`config.mk`:
```
export PLATFORM = sky130hd
export DESIGN_NAME = pit_timer
export DESIGN_NICKNAME = d
export VERILOG_FILES = /design/src/rtl/pit_pkg.sv /design/src/rtl/pit_regs.sv /design/src/rtl/pit_prescaler.sv /design/src/rtl/pit_counter.sv /design/src/rtl/pit_timer.sv
export SDC_FILE = /design/constraint.sdc
export NUM_CORES = 1
export LEC_CHECK = 0
export CAP_MARGIN = 20
export CORE_ASPECT_RATIO = 0.5
export CORE_MARGIN = 1.5
export CORE_UTILIZATION = 50
export DETAILED_ROUTE_END_ITERATION = 7
export GPL_ROUTABILITY_DRIVEN = 0
export PLACE_DENSITY = 0.77
export REMOVE_ABC_BUFFERS = 1
export SLEW_MARGIN = 0
export SYNTH_ARGS = -nofsm -noshare
export SYNTH_HDL_FRONTEND = slang
export SYNTH_SLANG_ARGS = --single-unit
```
`constraint.sdc`:
```
create_clock -name clk -period 2 [get_ports clk]
set_clock_uncertainty 0.1 [all_clocks]
set_input_delay 0.3 -clock clk [delete_from_list [all_inputs] [get_ports clk]]
set_output_delay 0.3 -clock clk [all_outputs]
set_load 0.005 [all_outputs]
```
`src/rtl/pit_pkg.sv`:
```
package pit_pkg;
  // register addresses
  localparam logic [1:0] A_CTRL = 2'd0;
  localparam logic [1:0] A_MOD  = 2'd1;
  localparam logic [1:0] A_CNT  = 2'd2;

  // control bit positions
  localparam int B_RUN  = 0;
  localparam int B_RLD  = 1;
  localparam int B_FLAG = 2;
  localparam int B_IE   = 3;
  localparam int B_OVW  = 4;
  localparam int B_DIV  = 5;
  localparam int CTRL_W = 6;

  typedef struct packed {
    logic div_sel;
    logic ovw;
    logic ie;
    logic flag;
    logic reload;
    logic run;
  } ctrl_t;
endpackage

```
`src/rtl/pit_regs.sv`:
```
module pit_regs
  import pit_pkg::*;
#(
  parameter int CNT_W = 16
) (
  input  logic             clk,
  input  logic             rst_n,
  input  logic             we,
  input  logic [1:0]       addr,
  input  logic [CNT_W-1:0] wdata,
  input  logic             expire,
  output ctrl_t            ctrl,
  output logic [CNT_W-1:0] modulus,
  output logic             start,
  output logic             mod_load,
  output logic             flag_clr
);
  logic ctrl_we, mod_we;

  assign ctrl_we  = we && (addr == A_CTRL);
  assign mod_we   = we && (addr == A_MOD);
  assign start    = ctrl_we && wdata[B_RUN] && !ctrl.run;
  assign mod_load = mod_we && ctrl.ovw;
  assign flag_clr = ctrl_we && wdata[B_FLAG];

  always_ff @(posedge clk or negedge rst_n) begin
    if (!rst_n) begin
      ctrl.run     <= 1'b0;
      ctrl.reload  <= 1'b0;
      ctrl.ie      <= 1'b0;
      ctrl.ovw     <= 1'b0;
      ctrl.div_sel <= 1'b0;
    end else if (ctrl_we) begin
      ctrl.run     <= wdata[B_RUN];
      ctrl.reload  <= wdata[B_RLD];
      ctrl.ie      <= wdata[B_IE];
      ctrl.ovw     <= wdata[B_OVW];
      ctrl.div_sel <= wdata[B_DIV];
    end
  end

  always_ff @(posedge clk or negedge rst_n) begin
    if (!rst_n)        ctrl.flag <= 1'b0;
    else if (expire)   ctrl.flag <= 1'b1;
    else if (flag_clr) ctrl.flag <= 1'b0;
  end

  always_ff @(posedge clk or negedge rst_n) begin
    if (!rst_n)      modulus <= '1;
    else if (mod_we) modulus <= wdata;
  end

  p_flag_set_r6: assert property (@(posedge clk) disable iff (!rst_n)
    expire |=> ctrl.flag);
  p_flag_keep_r6: assert property (@(posedge clk) disable iff (!rst_n)
    (ctrl.flag && !flag_clr) |=> ctrl.flag);
endmodule

```
`src/rtl/pit_prescaler.sv`:
```
module pit_prescaler #(
  parameter int PS_LOG2 = 6
) (
  input  logic clk,
  input  logic rst_n,
  input  logic run,
  input  logic restart,
  input  logic div_sel,
  output logic tick
);
  localparam int PS_W = (PS_LOG2 > 0) ? PS_LOG2 : 1;

  generate
    if (PS_LOG2 > 0) begin : g_div
      localparam logic [PS_W-1:0] PS_MAX = '1;
      logic [PS_W-1:0] pcnt;

      always_ff @(posedge clk or negedge rst_n) begin
        if (!rst_n)               pcnt <= '0;
        else if (!run || restart) pcnt <= '0;
        else                      pcnt <= pcnt + 1'b1;
      end

      assign tick = run && (!div_sel || (pcnt == PS_MAX));

      p_tick_gap_r3: assert property (@(posedge clk) disable iff (!rst_n)
        (tick && div_sel) |=> (!tick || !div_sel));
      p_idle_r9: assert property (@(posedge clk) disable iff (!rst_n)
        !run |=> (pcnt == '0));
    end else begin : g_nodiv
      assign tick = run;
    end
  endgenerate
endmodule

```
`src/rtl/pit_counter.sv`:
```
module pit_counter #(
  parameter int CNT_W = 16
) (
  input  logic             clk,
  input  logic             rst_n,
  input  logic             run,
  input  logic             tick,
  input  logic             reload,
  input  logic             load,
  input  logic [CNT_W-1:0] load_val,
  input  logic [CNT_W-1:0] modulus,
  output logic [CNT_W-1:0] count,
  output logic             expire
);
  logic at_zero;

  assign at_zero = (count == '0);
  assign expire  = run && tick && !load && at_zero;

  always_ff @(posedge clk or negedge rst_n) begin
    if (!rst_n)                count <= '1;
    else if (load)             count <= load_val;
    else if (run && tick) begin
      if (at_zero)             count <= reload ? modulus : '1;
      else                     count <= count - 1'b1;
    end
  end

  p_dec_r2: assert property (@(posedge clk) disable iff (!rst_n)
    (run && tick && !load && !at_zero) |=> (count == $past(count) - 1'b1));
  p_reload_r4: assert property (@(posedge clk) disable iff (!rst_n)
    (expire && reload) |=> (count == $past(modulus)));
  p_oneshot_r5: assert property (@(posedge clk) disable iff (!rst_n)
    (expire && !reload) |=> (count == '1));
  p_hold_r9: assert property (@(posedge clk) disable iff (!rst_n)
    (!run && !load) |=> $stable(count));
  p_load_r8: assert property (@(posedge clk) disable iff (!rst_n)
    load |=> (count == $past(load_val)));
endmodule

```
`src/rtl/pit_timer.sv`:
```
module pit_timer
  import pit_pkg::*;
#(
  parameter int CNT_W   = 16,
  parameter int PS_LOG2 = 6
) (
  input  logic             clk,
  input  logic             rst_n,
  input  logic             reg_we,
  input  logic [1:0]       reg_addr,
  input  logic [CNT_W-1:0] reg_wdata,
  output logic [CNT_W-1:0] reg_rdata,
  output logic             irq
);
  ctrl_t            ctrl;
  logic [CNT_W-1:0] modulus, count, load_val;
  logic             start, mod_load, flag_clr, expire, tick, load;

  pit_regs #(.CNT_W(CNT_W)) u_regs (
    .clk(clk), .rst_n(rst_n), .we(reg_we), .addr(reg_addr), .wdata(reg_wdata),
    .expire(expire), .ctrl(ctrl), .modulus(modulus), .start(start),
    .mod_load(mod_load), .flag_clr(flag_clr)
  );

  assign load     = start || mod_load;
  assign load_val = mod_load ? reg_wdata : modulus;

  pit_prescaler #(.PS_LOG2(PS_LOG2)) u_ps (
    .clk(clk), .rst_n(rst_n), .run(ctrl.run), .restart(load),
    .div_sel(ctrl.div_sel), .tick(tick)
  );

  pit_counter #(.CNT_W(CNT_W)) u_cnt (
    .clk(clk), .rst_n(rst_n), .run(ctrl.run), .tick(tick), .reload(ctrl.reload),
    .load(load), .load_val(load_val), .modulus(modulus), .count(count),
    .expire(expire)
  );

  assign irq = ctrl.flag && ctrl.ie;

  always_comb begin
    reg_rdata = '0;
    unique case (reg_addr)
      A_CTRL:  reg_rdata[CTRL_W-1:0] = ctrl;
      A_MOD:   reg_rdata = modulus;
      A_CNT:   reg_rdata = count;
      default: reg_rdata = '0;
    endcase
  end

  p_irq_hold_r7: assert property (@(posedge clk) disable iff (!rst_n)
    (irq && !(reg_we && reg_addr == A_CTRL)) |=> irq);
  p_irq_rise_r7: assert property (@(posedge clk) disable iff (!rst_n)
    $rose(irq) |-> ($past(expire) || $past(reg_we && reg_addr == A_CTRL)));
endmodule

```
==> impl_results.md <==
- Drt drc: 0
- Critical path fanouts, max: 4
- Main synth FF type: dfstp_2
- Mean Syn Cell Area: 10.4 um2
- Cells on worst reg2reg path: 7
- Die Y: 55.8 um
- Crit path kind: reg2reg
- DR vias/cell: 6.46
- Synth Instances: 269
- Post-synth top area cell: dfstp_2
- Critical Path RT: 2.12 ns
- Failing checks: negative setup slack
- Final antenna-violating net count: 0
- Total grt overflow: 0
- Fin cells: 426
- Met2 Track Usage GR: 45.6%
- Worst Tran Pin Value: 0.607 ns
- Nets: 383
- Synth area leaders: dfstp_2, dfrtp_1, mux2_2
- Leakage power: 0.00158 uW
- Clock Tree Root: clkbuf_8
- Grt met3 use: 6.09%
- Port Buffers: 37
- Worst path cell trace: buf_6 -> nor4_4 -> nand4_1 -> nor3_2 -> or3_1 -> o311ai_2 -> a221oi_2
- CTS tree: done
- Final hold vios: 0
- CP Launch Type: register
- CTS buffer count: 5
- Clk sink count: 44
- Slowest cell on crit path: dfstp_2
- Share of post-route cells with drive strength above 1: 42.1%
- WHS: 0.371 ns
- Max rail drop VDD: 558 uV
- Crit path time final: 2.01 ns
- Hold depth: 1
- P&R area growth vs syn: 37.1%
- Area of the mapped netlist: 2790 um2
- Drt initial violations: 293
- Grt met1 use: 39.8%
- Tcrit/Tclk final: 101%
- Register area share after synthesis: 41.0%
- Worst setup margin: -0.0111 ns
- Slowest stage delay, CP: 0.39 ns
- Total Wirelength: 8.83 mm
- Pins Over Slew Limit: 0
- DR vias: 2,751
- Rows: 18
- GR Util All Layers: 29.3%
- Clk Latency, worst-skew pair: 0.30 ns
- Reg-to-reg slack, setup: -0.01 ns
- PwrDens: 1100 nW/um2
- First-pass GRT wire length: 13.5 mm
- WL/cell: 20.7 um
- Die width: 109 um
- Die ar.: 6060 um2
- Outcome: finished with violations
- Synth Warn #: 0
- Tot Pwr: 4210 uW
- # diodes: 0
- Worst EP arrival: 2.13 ns
- H-tree Lvls: 2
- Dpl cells: 405
- Max Cap Viol: 0
- Fmax: 497 MHz
- Fillers: 343
- Largest net degree at the start of global routing: 45
- GRT busiest layer: met2
- Post-route cell area: 3820 um2
- Initial Util: 54.3%
- Number of global-route vias before repair: 2,636
- Router iterations before antenna repair: 7
- Core ar.: 5130 um2
- HPWL after DPL: 5.77 mm
- Top cell type's share of synthesized area: 30.2%
- EDFF count, synth: 0
- RSZ-0062 raised after global routing: true
- Clk buf depth: 2
- Library cells used by synthesis: 55
- Clock slew at reported path FFs: 0.09 ns
- Initial antenna violation count: 0
- Placed cell area: 3530 um2
- Async S/R FF share, synth: 100%
- Normalized max-slew margin: 59.5%
- Critical Path Sink Type: register
- Synth Register Bits: 44
- I/O Pins: 38
- Final setup fails: 1
- Min-Delay Path Class: reg2reg
==> power breakdown <==
| group | internal (uW) | switching [uW] | total, uW |
|---|---|---|---|
| sequential | 1320 | 395 | 1710 |
| combinational | 919 | 843 | 1760 |
| clock | 409 | 327 | 736 |
==> sequential cells by signal, indices dropped and copies added (netlist names) <==
name,cells
u_regs.modulus,16
u_ps.g_div.pcnt,6
u_regs.ctrl,6
u_cnt.count,16
==> routing by layer <==
metal	part of all wire, %	wire length (um)	vias up
met3	11	989	29
met5	0	0	-
met4	2.6	234	0
met1	39	3460	1328
li1	-	-	1204
met2	47	4150	190
==> per-stage QoR <==
stage	setup TNS, ns	util (%)	setup slack (ns)
finish	-0.0111	74.4	-0.0111
detailed placement	-15.22	68.7	-0.543
global route	-0.305	74.4	-0.106
global placement	-13.39	68.7	-0.500
CTS	0	72.3	0.00931
floorplan	-0.959	-	-0.152
==> layout make-up <==
cell class              count  area, um2  area share [%]
flip-flops and latches     44       1140            29.9
clock buffers               6       82.6            2.16
well taps                  70       87.6            2.29
repair buffers             93        825            21.6
multi-input cells         204       1620            42.4
clock inverters             2       38.8            1.02
inverters                   7       26.3           0.688
==> critical path, delay by kind of cell (launching register included) <==
kind	cells	cell delay, ns
simple gates	4	0.97
compound gates	2	0.35
flops	1	0.39
buf+inv	1	0.12
==> cell usage after synthesis, types with 2 or more instances <==
cell type  instances
o31ai_1            9
o22a_1             2
mux2_2            21
ha_1               7
nor2_1            18
dfstp_2           32
o221ai_1           2
nor3_4             2
a21oi_1            5
and3_1             3
o22ai_1            2
clkbuf_1           7
nand4_1            2
inv_1              7
or3_1              2
o21ai_1            2
nor3_1             5
nor3b_2            2
xnor2_1            8
a22oi_1           10
o31a_1             2
nor2b_1           11
a222oi_1          18
nand3_1            4
and2_1             2
buf_2              5
dfrtp_1           12
o21ai_0           15
a31oi_1            2
xor2_1             4
nand2_1           21
nor3_2             2
==> final timing paths <==
check | startpoint | to
setup / recovery | u_cnt.count[1] | u_cnt.count[15]
hold / removal | u_ps.g_div.pcnt[0] | u_ps.g_div.pcnt[0]
setup reg to reg | u_cnt.count[1] | u_cnt.count[15]
hold reg to reg | u_ps.g_div.pcnt[0] | u_ps.g_div.pcnt[0]
max in group asynchronous | rst_n | u_regs.modulus[10]
min in group asynchronous | rst_n | u_ps.g_div.pcnt[2]
==> cells in the final DEF (no fill, tap or decap), types with 6 or more instances in the layout <==
master           instances
a222oi_1                18
buf_4                   44
buf_6                    8
clkbuf_8                 6
clkdlybuf4s50_1         18
dfrtp_1                 12
dfstp_2                 32
dlygate4sd2_1           13
mux2_2                  21
nand2_1                 20
nor2_1                  18
nor2b_1                 11
o21ai_0                 13
o31ai_1                  9
xnor2_1                  8
==> cell families (layout without fill, tap and decap cells) <==
kind of cell	after synthesis	after routing	share of synthesized area (%)
multiplexers	22	22	8.85
AO/OA/AOI/OAI	78	78	21.3
AND/OR/NAND/NOR	85	85	18.5
adder cells (fa/ha/maj)	7	7	3.14
flip-flops	44	44	41.0
buffers and inverters	21	108	3.46
XOR/XNOR	12	12	3.77
==> what timing repair did <==
| item | 4_1_cts | 5_1_grt |
|---|---|---|
| hold buffers | 1 | 0 |
| pin swaps | 5 | 12 |
| setup endpoints to repair | 33 | 29 |
| gates resized for setup | 36 | 19 |
| cloned | 1 | 0 |
| hold endpoints to repair | 12 | 0 |
| setup buffers | 3 | 8 |
Note: power is estimated with default switching activity, not from simulation.
